--- src/rtl/tic_pkg.sv ---
package tic_pkg;

    localparam int unsigned NUM_STAGES = 4;

    // register select codes on the write port
    localparam logic [2:0] SEL_CTRL  = 3'd0;
    localparam logic [2:0] SEL_LIMIT = 3'd1;
    localparam logic [2:0] SEL_FRAC  = 3'd2;

    // control register bit positions
    localparam int unsigned CB_TEN     = 0;
    localparam int unsigned CB_IEN     = 1;
    localparam int unsigned CB_FLAG    = 2;
    localparam int unsigned CB_ONESHOT = 3;
    localparam int unsigned CB_UNIT    = 4;

    typedef struct packed {
        logic [1:0] unit;
        logic       oneshot;
        logic       ien;
        logic       ten;
    } ctrl_t;

endpackage

--- src/rtl/tic_stage.sv ---
module tic_stage #(
    parameter int unsigned MODULUS = 60,
    parameter int unsigned VAL_W   = 8
) (
    input  logic             clk_i,
    input  logic             rst_ni,
    input  logic             inc_i,
    input  logic             wr_i,
    input  logic [VAL_W-1:0] wr_data_i,
    output logic [VAL_W-1:0] val_o,
    output logic             wrap_o
);
    localparam int unsigned CW = $clog2(MODULUS);
    localparam logic [CW-1:0] LAST = CW'(MODULUS - 1);

    typedef struct packed {
        logic [CW-1:0] val;
    } stage_t;

    stage_t st_d, st_q;

    assign wrap_o = inc_i && (st_q.val == LAST);
    assign val_o  = VAL_W'(st_q.val);

    always_comb begin
        st_d = st_q;
        if (inc_i) begin
            st_d.val = (st_q.val == LAST) ? '0 : st_q.val + 1'b1;
        end
        if (wr_i) begin
            st_d.val = wr_data_i[CW-1:0];
        end
    end

    always_ff @(posedge clk_i or negedge rst_ni) begin
        if (!rst_ni) st_q <= '0;
        else         st_q <= st_d;
    end

endmodule

--- src/rtl/tic_time_chain.sv ---
module tic_time_chain
    import tic_pkg::*;
#(
    parameter int unsigned TICKS_PER_SEC = 128,
    parameter int unsigned SEC_PER_MIN   = 60,
    parameter int unsigned MIN_PER_HOUR  = 60,
    parameter int unsigned HOURS_PER_DAY = 24,
    parameter int unsigned VAL_W         = 8
) (
    input  logic                                clk_i,
    input  logic                                rst_ni,
    input  logic                                inc_i,
    input  logic [NUM_STAGES-1:0]               wr_i,
    input  logic [VAL_W-1:0]                    wr_data_i,
    output logic [NUM_STAGES-1:0][VAL_W-1:0]    val_o,
    output logic [NUM_STAGES-1:0]               wrap_o
);
    function automatic int unsigned modulus_of(input int unsigned k);
        case (k)
            0:       return TICKS_PER_SEC;
            1:       return SEC_PER_MIN;
            2:       return MIN_PER_HOUR;
            default: return HOURS_PER_DAY;
        endcase
    endfunction

    logic [NUM_STAGES:0] carry;
    assign carry[0] = inc_i;

    for (genvar k = 0; k < NUM_STAGES; k++) begin : g_stage
        tic_stage #(
            .MODULUS (modulus_of(k)),
            .VAL_W   (VAL_W)
        ) stage_i (
            .clk_i     (clk_i),
            .rst_ni    (rst_ni),
            .inc_i     (carry[k]),
            .wr_i      (wr_i[k]),
            .wr_data_i (wr_data_i),
            .val_o     (val_o[k]),
            .wrap_o    (wrap_o[k])
        );
        assign carry[k+1] = wrap_o[k];
    end

endmodule

--- src/rtl/tic_interval.sv ---
module tic_interval
    import tic_pkg::*;
#(
    parameter int unsigned CNT_W = 8
) (
    input  logic                  clk_i,
    input  logic                  rst_ni,
    input  logic                  en_i,
    input  logic                  oneshot_i,
    input  logic [1:0]            unit_i,
    input  logic [NUM_STAGES-1:0] ev_i,
    input  logic [CNT_W-1:0]      limit_i,
    input  logic                  clr_flag_i,
    output logic [CNT_W-1:0]      cnt_o,
    output logic                  flag_o
);
    typedef struct packed {
        logic [CNT_W-1:0] cnt;
        logic             done;
        logic             flag;
    } ivl_t;

    ivl_t st_d, st_q;
    logic             unit_ev;
    logic [CNT_W-1:0] cnt_inc;

    assign unit_ev = ev_i[unit_i];
    assign cnt_inc = st_q.cnt + 1'b1;
    assign cnt_o   = st_q.cnt;
    assign flag_o  = st_q.flag;

    always_comb begin
        st_d = st_q;
        if (clr_flag_i) begin
            st_d.flag = 1'b0;
        end
        if (!en_i) begin
            st_d.cnt  = '0;
            st_d.done = 1'b0;
        end else if (unit_ev && !st_q.done) begin
            if (cnt_inc == limit_i) begin
                st_d.flag = 1'b1;
                if (oneshot_i) begin
                    st_d.cnt  = cnt_inc;
                    st_d.done = 1'b1;
                end else begin
                    st_d.cnt  = '0;
                end
            end else begin
                st_d.cnt = cnt_inc;
            end
        end
    end

    always_ff @(posedge clk_i or negedge rst_ni) begin
        if (!rst_ni) st_q <= '0;
        else         st_q <= st_d;
    end

endmodule

--- src/rtl/tic_unit.sv ---
module tic_unit
    import tic_pkg::*;
#(
    parameter int unsigned TICKS_PER_SEC = 128,
    parameter int unsigned SEC_PER_MIN   = 60,
    parameter int unsigned MIN_PER_HOUR  = 60,
    parameter int unsigned HOURS_PER_DAY = 24,
    parameter int unsigned DATA_W        = 8
) (
    input  logic              clk_i,
    input  logic              rst_ni,
    input  logic              tick_i,
    input  logic              wr_en_i,
    input  logic [2:0]        wr_sel_i,
    input  logic [DATA_W-1:0] wr_data_i,
    output logic [7:0]        ctrl_o,
    output logic [DATA_W-1:0] count_o,
    output logic [DATA_W-1:0] frac_o,
    output logic [DATA_W-1:0] sec_o,
    output logic [DATA_W-1:0] min_o,
    output logic [DATA_W-1:0] hour_o,
    output logic              irq_o
);
    typedef struct packed {
        ctrl_t             ctrl;
        logic [DATA_W-1:0] limit;
    } top_t;

    top_t st_d, st_q;

    logic [NUM_STAGES-1:0]             wr_time;
    logic [NUM_STAGES-1:0][DATA_W-1:0] time_val;
    logic [NUM_STAGES-1:0]             wrap;
    logic [NUM_STAGES-1:0]             unit_ev;
    logic                              tick_en;
    logic                              clr_flag;

    assign tick_en  = tick_i && st_q.ctrl.ten;
    assign clr_flag = wr_en_i && (wr_sel_i == SEL_CTRL) && !wr_data_i[CB_FLAG];

    always_comb begin
        for (int k = 0; k < int'(NUM_STAGES); k++) begin
            wr_time[k] = wr_en_i && (wr_sel_i == (SEL_FRAC + 3'(k)));
        end
    end

    // unit event k is the increment request into stage k
    assign unit_ev = {wrap[NUM_STAGES-2:0], tick_en};

    always_comb begin
        st_d = st_q;
        if (wr_en_i && wr_sel_i == SEL_CTRL) begin
            st_d.ctrl.ten     = wr_data_i[CB_TEN];
            st_d.ctrl.ien     = wr_data_i[CB_IEN];
            st_d.ctrl.oneshot = wr_data_i[CB_ONESHOT];
            st_d.ctrl.unit    = wr_data_i[CB_UNIT +: 2];
        end
        if (wr_en_i && wr_sel_i == SEL_LIMIT) begin
            st_d.limit = wr_data_i;
        end
    end

    always_ff @(posedge clk_i or negedge rst_ni) begin
        if (!rst_ni) st_q <= '0;
        else         st_q <= st_d;
    end

    tic_time_chain #(
        .TICKS_PER_SEC (TICKS_PER_SEC),
        .SEC_PER_MIN   (SEC_PER_MIN),
        .MIN_PER_HOUR  (MIN_PER_HOUR),
        .HOURS_PER_DAY (HOURS_PER_DAY),
        .VAL_W         (DATA_W)
    ) chain_i (
        .clk_i     (clk_i),
        .rst_ni    (rst_ni),
        .inc_i     (tick_en),
        .wr_i      (wr_time),
        .wr_data_i (wr_data_i),
        .val_o     (time_val),
        .wrap_o    (wrap)
    );

    tic_interval #(
        .CNT_W (DATA_W)
    ) ivl_i (
        .clk_i      (clk_i),
        .rst_ni     (rst_ni),
        .en_i       (st_q.ctrl.ien),
        .oneshot_i  (st_q.ctrl.oneshot),
        .unit_i     (st_q.ctrl.unit),
        .ev_i       (unit_ev),
        .limit_i    (st_q.limit),
        .clr_flag_i (clr_flag),
        .cnt_o      (count_o),
        .flag_o     (irq_o)
    );

    assign frac_o = time_val[0];
    assign sec_o  = time_val[1];
    assign min_o  = time_val[2];
    assign hour_o = time_val[3];
    assign ctrl_o = {2'b00, st_q.ctrl.unit, st_q.ctrl.oneshot, irq_o,
                     st_q.ctrl.ien, st_q.ctrl.ten};

endmodule

--- config.mk ---
export PLATFORM = sky130hd
export DESIGN_NAME = tic_unit
export DESIGN_NICKNAME = d
export VERILOG_FILES = /design/src/rtl/tic_pkg.sv /design/src/rtl/tic_stage.sv /design/src/rtl/tic_time_chain.sv /design/src/rtl/tic_interval.sv /design/src/rtl/tic_unit.sv
export SDC_FILE = /design/constraint.sdc
export NUM_CORES = 1
export LEC_CHECK = 0
export ABC_CLOCK_PERIOD_IN_PS = 3100
export BUFFER_PORTS_ARGS = -buffer_cell sky130_fd_sc_hd__buf_2
export CORE_UTILIZATION = 55
export CTS_BUF_LIST = sky130_fd_sc_hd__clkbuf_4 sky130_fd_sc_hd__clkbuf_8
export CTS_CLUSTER_DIAMETER = 150
export DETAILED_ROUTE_END_ITERATION = 16
export PLACE_DENSITY = 0.81
export SLEW_MARGIN = 30
export SYNTH_ARGS = -nofsm -noshare
export SYNTH_HDL_FRONTEND = slang
export SYNTH_SLANG_ARGS = --single-unit
export TNS_END_PERCENT = 100
--- constraint.sdc ---
create_clock -name clk_i -period 3.1 [get_ports clk_i]
set_input_delay 0.31 -clock clk_i [delete_from_list [all_inputs] [get_ports clk_i]]
set_output_delay 0.31 -clock clk_i [all_outputs]
set_load 0.1 [all_outputs]
==> results of run 1 <==
[report_power, final]
part / internal, W / total, W / switching, W / leakage, nW
Combinational: 0.000244 / 0.00130 / 0.00106 / 0.758
Clock: 0.000203 / 0.000411 / 0.000208 / 0.0505
Sequential: 0.000738 / 0.000911 / 0.000173 / 0.581
[synthesized netlist by cell type (3+ instances only)]
cell type,n,share of area
nor2_1,29,0.038
nand2_1,35,0.045
dfrtp_1,47,0.41
o2111ai_1,3,0.0091
and3_1,3,0.0065
a21oi_1,21,0.036
ha_1,5,0.022
a31oi_1,4,0.0086
xnor2_1,8,0.024
a21boi_0,3,0.0078
nor2b_1,3,0.0065
clkbuf_1,9,0.012
nor3_1,10,0.017
nand2b_1,5,0.011
nand4_1,6,0.013
nand3_1,17,0.029
buf_4,21,0.054
mux2i_1,5,0.017
inv_1,9,0.012
o31ai_1,3,0.0078
xor2_1,6,0.018
o21ai_0,25,0.043
mux2_2,12,0.047
[worst max-delay path by stage]
stage / from / end / slack, ns / depth (start not counted)
after floorplan: chain_i.g_stage[0].stage_i.st_q[0]$_DFFE_PN0P_ / chain_i.g_stage[3].stage_i.st_q[3]$_DFFE_PN0P_ / 0.26 / 8
after global placement: chain_i.g_stage[1].stage_i.st_q[0]$_DFFE_PN0P_ / chain_i.g_stage[3].stage_i.st_q[3]$_DFFE_PN0P_ / 0.73 / 8
after detailed placement: chain_i.g_stage[0].stage_i.st_q[0]$_DFFE_PN0P_ / chain_i.g_stage[3].stage_i.st_q[3]$_DFFE_PN0P_ / 0.64 / 8
after CTS: chain_i.g_stage[0].stage_i.st_q[0]$_DFFE_PN0P_ / chain_i.g_stage[3].stage_i.st_q[3]$_DFFE_PN0P_ / 0.59 / 8
after global routing: ivl_i.cnt_o[0]$_DFFE_PN0P_ / ivl_i.cnt_o[7]$_DFFE_PN0P_ / 0.31 / 8
final: chain_i.g_stage[0].stage_i.st_q[0]$_DFFE_PN0P_ / chain_i.g_stage[3].stage_i.st_q[3]$_DFFE_PN0P_ / 0.58 / 8
[layout make-up]
class / count / area [um2]
fill: 461 / 1880
multi-input combinational: 246 / 1530
sequential: 47 / 1180
timing repair buffer: 53 / 268
clock buffer: 7 / 96.3
tap: 70 / 87.6
inverter: 9 / 33.8
clock inverter: 1 / 7.51
[state kept, by name, indices dropped and copies added (netlist names)]
name,cells
ivl_i.cnt_o,8
chain_i.g_stage.stage_i.st_q,24
ctrl_o,5
ivl_i.st_q,1
ivl_i.flag_o,1
st_q,8
[layout by cell type (no fill, tap or decap), types with 2 or more instances in the layout]
cell type	synthesis	layout
nand4_1	6	6
nor3_4	2	2
nand2b_1	5	5
nor2b_1	3	3
nand3_1	17	17
xor2_1	6	6
mux2i_1	5	5
a21boi_0	3	3
o211ai_1	2	2
dfrtp_1	47	47
a211oi_1	2	2
clkbuf_8	0	7
mux2_2	12	12
o21ai_0	25	25
nand4b_1	2	2
or3_1	2	2
nand2_1	35	35
nand3b_1	2	2
a31oi_1	4	4
buf_2	1	52
ha_1	5	5
conb_1	1	10
and3_1	3	3
inv_1	9	9
o2111ai_1	3	3
xnor2_1	8	8
nor2_1	29	29
nor3_1	10	9
a21oi_1	21	21
nor3b_1	2	2
a22o_1	2	2
o31ai_1	3	3
[logic make-up (layout without fill, tap and decap cells)]
family                     after synthesis  in the layout  synth area share
AOI/OAI and AO/OA                       73             73             0.154
muxes                                   17             17            0.0639
adders and majority gates                5              5            0.0216
and+or+nand+nor                        127            127             0.232
other                                    1             10           0.00129
xor gates and xnor gates                14             14            0.0423
buffers and inverters                   40             70            0.0795
DFF                                     47             47             0.406
[metal layers]
| layer | vias up | part of all wire | GRT usage |
|---|---|---|---|
| li1 | 1204 | - | - |
| met1 | 1169 | 0.44 | 0.346 |
| met2 | 88 | 0.49 | 0.408 |
| met3 | 9 | 0.059 | 0.0542 |
| met4 | 0 | 0.013 | 0.0818 |
| met5 | - | 0 | 0 |
[metrics by stage]
step,power (W),setup WS (ns),util,cell area [um2]
floorplan,0.00201,0.260,-,2930
global placement,0.00220,0.733,0.608,3090
detailed placement,0.00222,0.644,0.609,3090
CTS,0.00263,0.592,0.629,3190
global route,0.00275,0.307,0.630,3200
finish,0.00263,0.584,0.630,3200
==> flow_metrics.py, run 1 <==
metrics = {
    "clock_tree": {
        "cts_buffers": 5,
        "cts_max_level": 2,
        "cts_setup_buffers": 0,
        "tritoncts": "done",
        "clockRootBuffer": "clkbuf_8",
        "clk_pin_slew_ns": 0.09,
        "cts_hold_buf": 0,
        "clkLatencyLatePin_ns": 0.30,
        "ctsResizeCount": 0,
        "clkSinkCount": 47,
        "clock_path_buffers": 2,
    },
    "place": {
        "hpwlAfterDp_um": 4650,
        "gp_routability_congestion": 0.935,
        "io_buffers": 53,
        "place_inst": 425,
    },
    "critical_path": {
        "ff2ff_setup_slack_ns": 0.58,
        "critPathSlowestCell": "nor3_4",
        "worst-path-buf-inv": 0,
        "critPathRequiredTime_ns": 3.33,
        "crit_family": "simple AND/OR/NAND/NOR gates",
        "start_kind": "register",
        "crit_type": "register to register",
        "max_stage_delay_ns": 0.45,
        "arrival_ns": 2.74,
        "crit-reg2reg-launch": "chain_i.g_stage[0].stage_i.st_q[0]$_DFFE_PN0P_",
        "reg2reg_to": "chain_i.g_stage[3].stage_i.st_q[3]$_DFFE_PN0P_",
        "cp_common_cell": "nor3_4",
        "end_kind": "register",
        "crit_path_cell_trace": "ha_1, nand2_1, nor3_4, nand2_4, nor3_4, nand4_1, or3b_1, a31oi_1",
        "reg2reg_depth": 8,
        "crit_path_max_fanout": 12,
    },
    "cells_and_area": {
        "num_antenna_cells": 0,
        "drive_gt1_frac": 0.223,
        "final_cells": 433,
        "fin_nets": 382,
        "area_delta_synth_final_pct": 10.4,
    },
    "yosys": {
        "syn_avg_cell_area_um2": 8.94,
        "synthFlopType": "dfrtp_1",
        "ys_seq_elements": 47,
        "syn_inst": 324,
        "netlist_area_um2": 2900,
        "yosysWarnings": 0,
        "yosysUniqueCellTypes": 50,
        "seq_area_frac_synth": 0.406,
        "synth_edf_count": 0,
        "async_flop_share": 1.00,
    },
    "floorplan": {
        "die_y_um": 74.6,
        "fp.dieW_um": 74.6,
        "initial_core_util": 0.571,
        "fp.dieArea_um2": 5560,
        "core.rowCount": 26,
        "ioPinCount": 64,
        "core_area_um2": 5070,
    },
    "grt": {
        "grtUsageTotal": 0.255,
        "grt_pass1_wl_um": 10600,
        "grt_max_degree": 48,
        "grt_pass1_vias": 2255,
        "antenna_found_initial": 0,
        "grt_overflow_total": 0,
    },
    "sta": {
        "hold_violations": 0,
        "maxSlewViolCount": 0,
        "fin_crit_ns": 2.52,
        "fin_crit_sh": 0.812,
        "setup_viol": 0,
        "skew_ns": 0.0107,
        "max_freq_mhz": 397,
        "setup-tns-final_ns": 0,
        "holdWs_ns": 0.0110,
        "worst_pin_slew_ns": 0.865,
        "rsz0062_at_grt": "no",
        "slew_headroom": 0.422,
    },
    "route": {
        "wl_um": 6400,
        "vias_per_cell": 5.70,
        "via_count": 2470,
        "dr.pass1.iters": 5,
        "wire_per_inst_um": 14.8,
        "drt_iter0_markers": 169,
        "ant_nets": 0,
        "drc": 0,
    },
    "run": {
        "drv_cap": 0,
    },
    "outcome": {
        "status": "finished clean",
    },
    "hold_path": {
        "holdCritPathClass": "input port to async pin",
    },
    "pwr": {
        "powerDensity_nw_per_um2": 821,
        "p_leak_nw": 1.39,
        "ir_drop_mv": 0.645,
    },
}
(Power assumes the default switching activity.)
==> inputs of run 2 (changes only) <==
--- a/config.mk
+++ b/config.mk
@@ -5,13 +5,13 @@
 export SDC_FILE = /design/constraint.sdc
 export NUM_CORES = 1
 export LEC_CHECK = 0
-export ABC_CLOCK_PERIOD_IN_PS = 3100
+export ABC_CLOCK_PERIOD_IN_PS = 2200
 export BUFFER_PORTS_ARGS = -buffer_cell sky130_fd_sc_hd__buf_2
-export CORE_UTILIZATION = 55
+export CORE_UTILIZATION = 51
 export CTS_BUF_LIST = sky130_fd_sc_hd__clkbuf_4 sky130_fd_sc_hd__clkbuf_8
 export CTS_CLUSTER_DIAMETER = 150
 export DETAILED_ROUTE_END_ITERATION = 16
-export PLACE_DENSITY = 0.81
+export PLACE_DENSITY = 0.79
 export SLEW_MARGIN = 30
 export SYNTH_ARGS = -nofsm -noshare
 export SYNTH_HDL_FRONTEND = slang
==> constraint.sdc (replaced) <==
create_clock -name clk_i -period 2.2 [get_ports clk_i]
set_input_delay 0.22 -clock clk_i [delete_from_list [all_inputs] [get_ports clk_i]]
set_output_delay 0.22 -clock clk_i [all_outputs]
set_load 0.1 [all_outputs]
==> run 2 against run 1 <==
Hold slack better by 0.13 ns; non-clock buffer count increased by 23; cell area grew 11%; global-route usage shrank 0.86 points; first-iteration DRC count grew 42%; final cell count up 6.0%; fmax up 18%; die area is 7.6% higher; total power rose by 46%; routed wire length is 15% higher; combinational power is 51% higher; flip-flop and latch count is the same.
==> flow_metrics.py, run 2 (synthesized netlist as in run 1, its figures left out) <==
metrics = {
    "outcome": {
        "status": "finished clean",
    },
    "grt": {
        "grt_overflow_total": 0,
        "antenna_found_initial": 0,
        "grtUsageTotal": 0.246,
        "grt_pass1_vias": 2421,
        "grt_pass1_wl_um": 11600,
        "grt_max_degree": 48,
    },
    "critical_path": {
        "end_kind": "register",
        "start_kind": "register",
        "crit_type": "register to register",
        "crit_path_start": "ivl_i.cnt_o[0]$_DFFE_PN0P_",
        "crit-reg2reg-launch": "ivl_i.cnt_o[0]$_DFFE_PN0P_",
        "ff2ff_setup_slack_ns": 0.07,
        "reg2reg_depth": 7,
        "reg2reg_to": "ivl_i.cnt_o[5]$_DFFE_PN0P_",
        "crit_path_max_fanout": 6,
        "critical_path.endpoint": "ivl_i.cnt_o[5]$_DFFE_PN0P_",
        "critPathRequiredTime_ns": 2.40,
        "arrival_ns": 2.33,
    },
    "clock_tree": {
        "clockRootBuffer": "clkbuf_8",
        "cts_buffers": 5,
        "clk_pin_slew_ns": 0.09,
        "tritoncts": "done",
        "cts_max_level": 2,
        "clkSinkCount": 47,
        "clock_path_buffers": 2,
        "clkLatencyLatePin_ns": 0.30,
    },
    "floorplan": {
        "fp.dieArea_um2": 5980,
        "initial_core_util": 0.526,
        "fp.dieW_um": 77.4,
        "ioPinCount": 64,
        "core_area_um2": 5510,
        "die_y_um": 77.4,
        "core.rowCount": 27,
    },
    "route": {
        "drt_iter0_markers": 240,
        "via_count": 2647,
        "dr.pass1.iters": 4,
        "wl_um": 7360,
        "drc": 0,
        "ant_nets": 0,
        "wire_per_inst_um": 16.0,
        "vias_per_cell": 5.77,
    },
    "run": {
        "drv_cap": 0,
    },
    "place": {
        "gp_routability_congestion": 0.849,
        "placed_area_um2": 3300,
        "hpwlAfterDp_um": 5040,
        "io_buffers": 53,
    },
    "cells_and_area": {
        "drive_gt1_frac": 0.354,
        "final_common_cell": "buf_2",
        "fillers": 453,
        "layout_common_cells": "buf_2 (53), nand2_1 (35), dfrtp_1 (27)",
        "num_antenna_cells": 0,
        "largest_reg_flops": 24,
        "top_register": "chain_i.g_stage.stage_i.st_q",
        "area_delta_synth_final_pct": 22.0,
        "fin_nets": 406,
        "final_cell_area_um2": 3530,
    },
    "sta": {
        "fin_crit_ns": 2.13,
        "maxSlewViolCount": 0,
        "hold_violations": 0,
        "max_freq_mhz": 469,
        "fin_crit_sh": 0.970,
        "skew_ns": 0.00580,
        "setup_viol": 0,
    },
    "pwr": {
        "ir_drop_mv": 0.933,
        "p_leak_nw": 1.50,
        "total_power_w": 0.00383,
        "powerDensity_nw_per_um2": 1080,
    },
    "hold_path": {
        "holdCritPathClass": "input port to register",
    },
}
==> run 2: changes by cell type in the layout (fill, tap and decap cells not counted), sizes merged <==
cell         before  now
dlygate4sd3       0    1
a31oi             5    6
clkinvlp          1    0
clkinv            0    1
buf              53   75
==> run 2: power by group <==
part	internal, W	switching (W)
registers	0.00108	0.000253
clock network	0.000249	0.000298
logic	0.000412	0.00155
==> run 2: metal layers <==
layer / part of all wire / global-route usage / vias to the layer above
met3: 0.066 / 0.0471 / 13
met5: 0 / 0 / -
met4: 0.015 / 0.0811 / 0
met1: 0.42 / 0.331 / 1285
met2: 0.50 / 0.399 / 95
li1: - / - / 1254
==> run 2: how the worst min path moves through the flow <==
| stage | start | to | slack [ns] | depth (start not counted) |
|---|---|---|---|---|
| after floorplan | rst_ni | chain_i.g_stage[0].stage_i.st_q[2]$_DFFE_PN0P_ | -0.08 | 0 |
| after global placement | rst_ni | chain_i.g_stage[0].stage_i.st_q[6]$_DFFE_PN0P_ | 0.23 | 2 |
| after detailed placement | rst_ni | chain_i.g_stage[0].stage_i.st_q[6]$_DFFE_PN0P_ | 0.23 | 2 |
| after CTS | wr_data_i[6] | chain_i.g_stage[0].stage_i.st_q[6]$_DFFE_PN0P_ | 0.14 | 3 |
| after global routing | wr_data_i[7] | st_q[7]$_DFFE_PN0P_ | 0.15 | 2 |
| final | wr_data_i[6] | chain_i.g_stage[0].stage_i.st_q[6]$_DFFE_PN0P_ | 0.15 | 3 |
==> run 2: metrics by stage <==
step | utilization | std cells | worst slack [ns] | setup TNS, ns | hold slack, ns
after floorplan | - | 333 | -0.159 | -0.676 | -0.0756
after CTS | 0.622 | 454 | 0.0497 | 0 | 0.143
after detailed placement | 0.599 | 445 | -0.0784 | -0.196 | 0.230
final | 0.642 | 459 | 0.0663 | 0 | 0.145
after global routing | 0.642 | 459 | -0.0123 | -0.0328 | 0.149
after global placement | 0.599 | 445 | -0.0159 | -0.0308 | 0.225
==> run 2: repair_timing <==
item | CTS | global route
endpoints found under the hold margin | 47 | 0
pin swaps | 0 | 6
hold buffers | 1 | 0
setup endpoints to repair | 6 | 10
gates resized for setup | 5 | 17
setup buffers | 0 | 4
cloned | 0 | 1
==> run 2: worst max-delay path: stages (launching register included) <==
cell and delay (ns):
dfrtp_1 0.46, ha_1 0.36, xnor2_1 0.17, o2111ai_1 0.22, a211oi_4 0.35, a31oi_2 0.23, nand3_1 0.16, o21ai_1 0.07
==> run 2: final cells by class <==
cell class / count / area [um2] / area share
multi-input cells: 247 / 1650 / 0.468
inverters: 9 / 33.8 / 0.00956
clock inverters: 1 / 5.00 / 0.00142
well taps: 72 / 90.1 / 0.0255
repair buffers: 76 / 453 / 0.128
clock buffers: 7 / 83.8 / 0.0237
flip-flops and latches: 47 / 1220 / 0.344
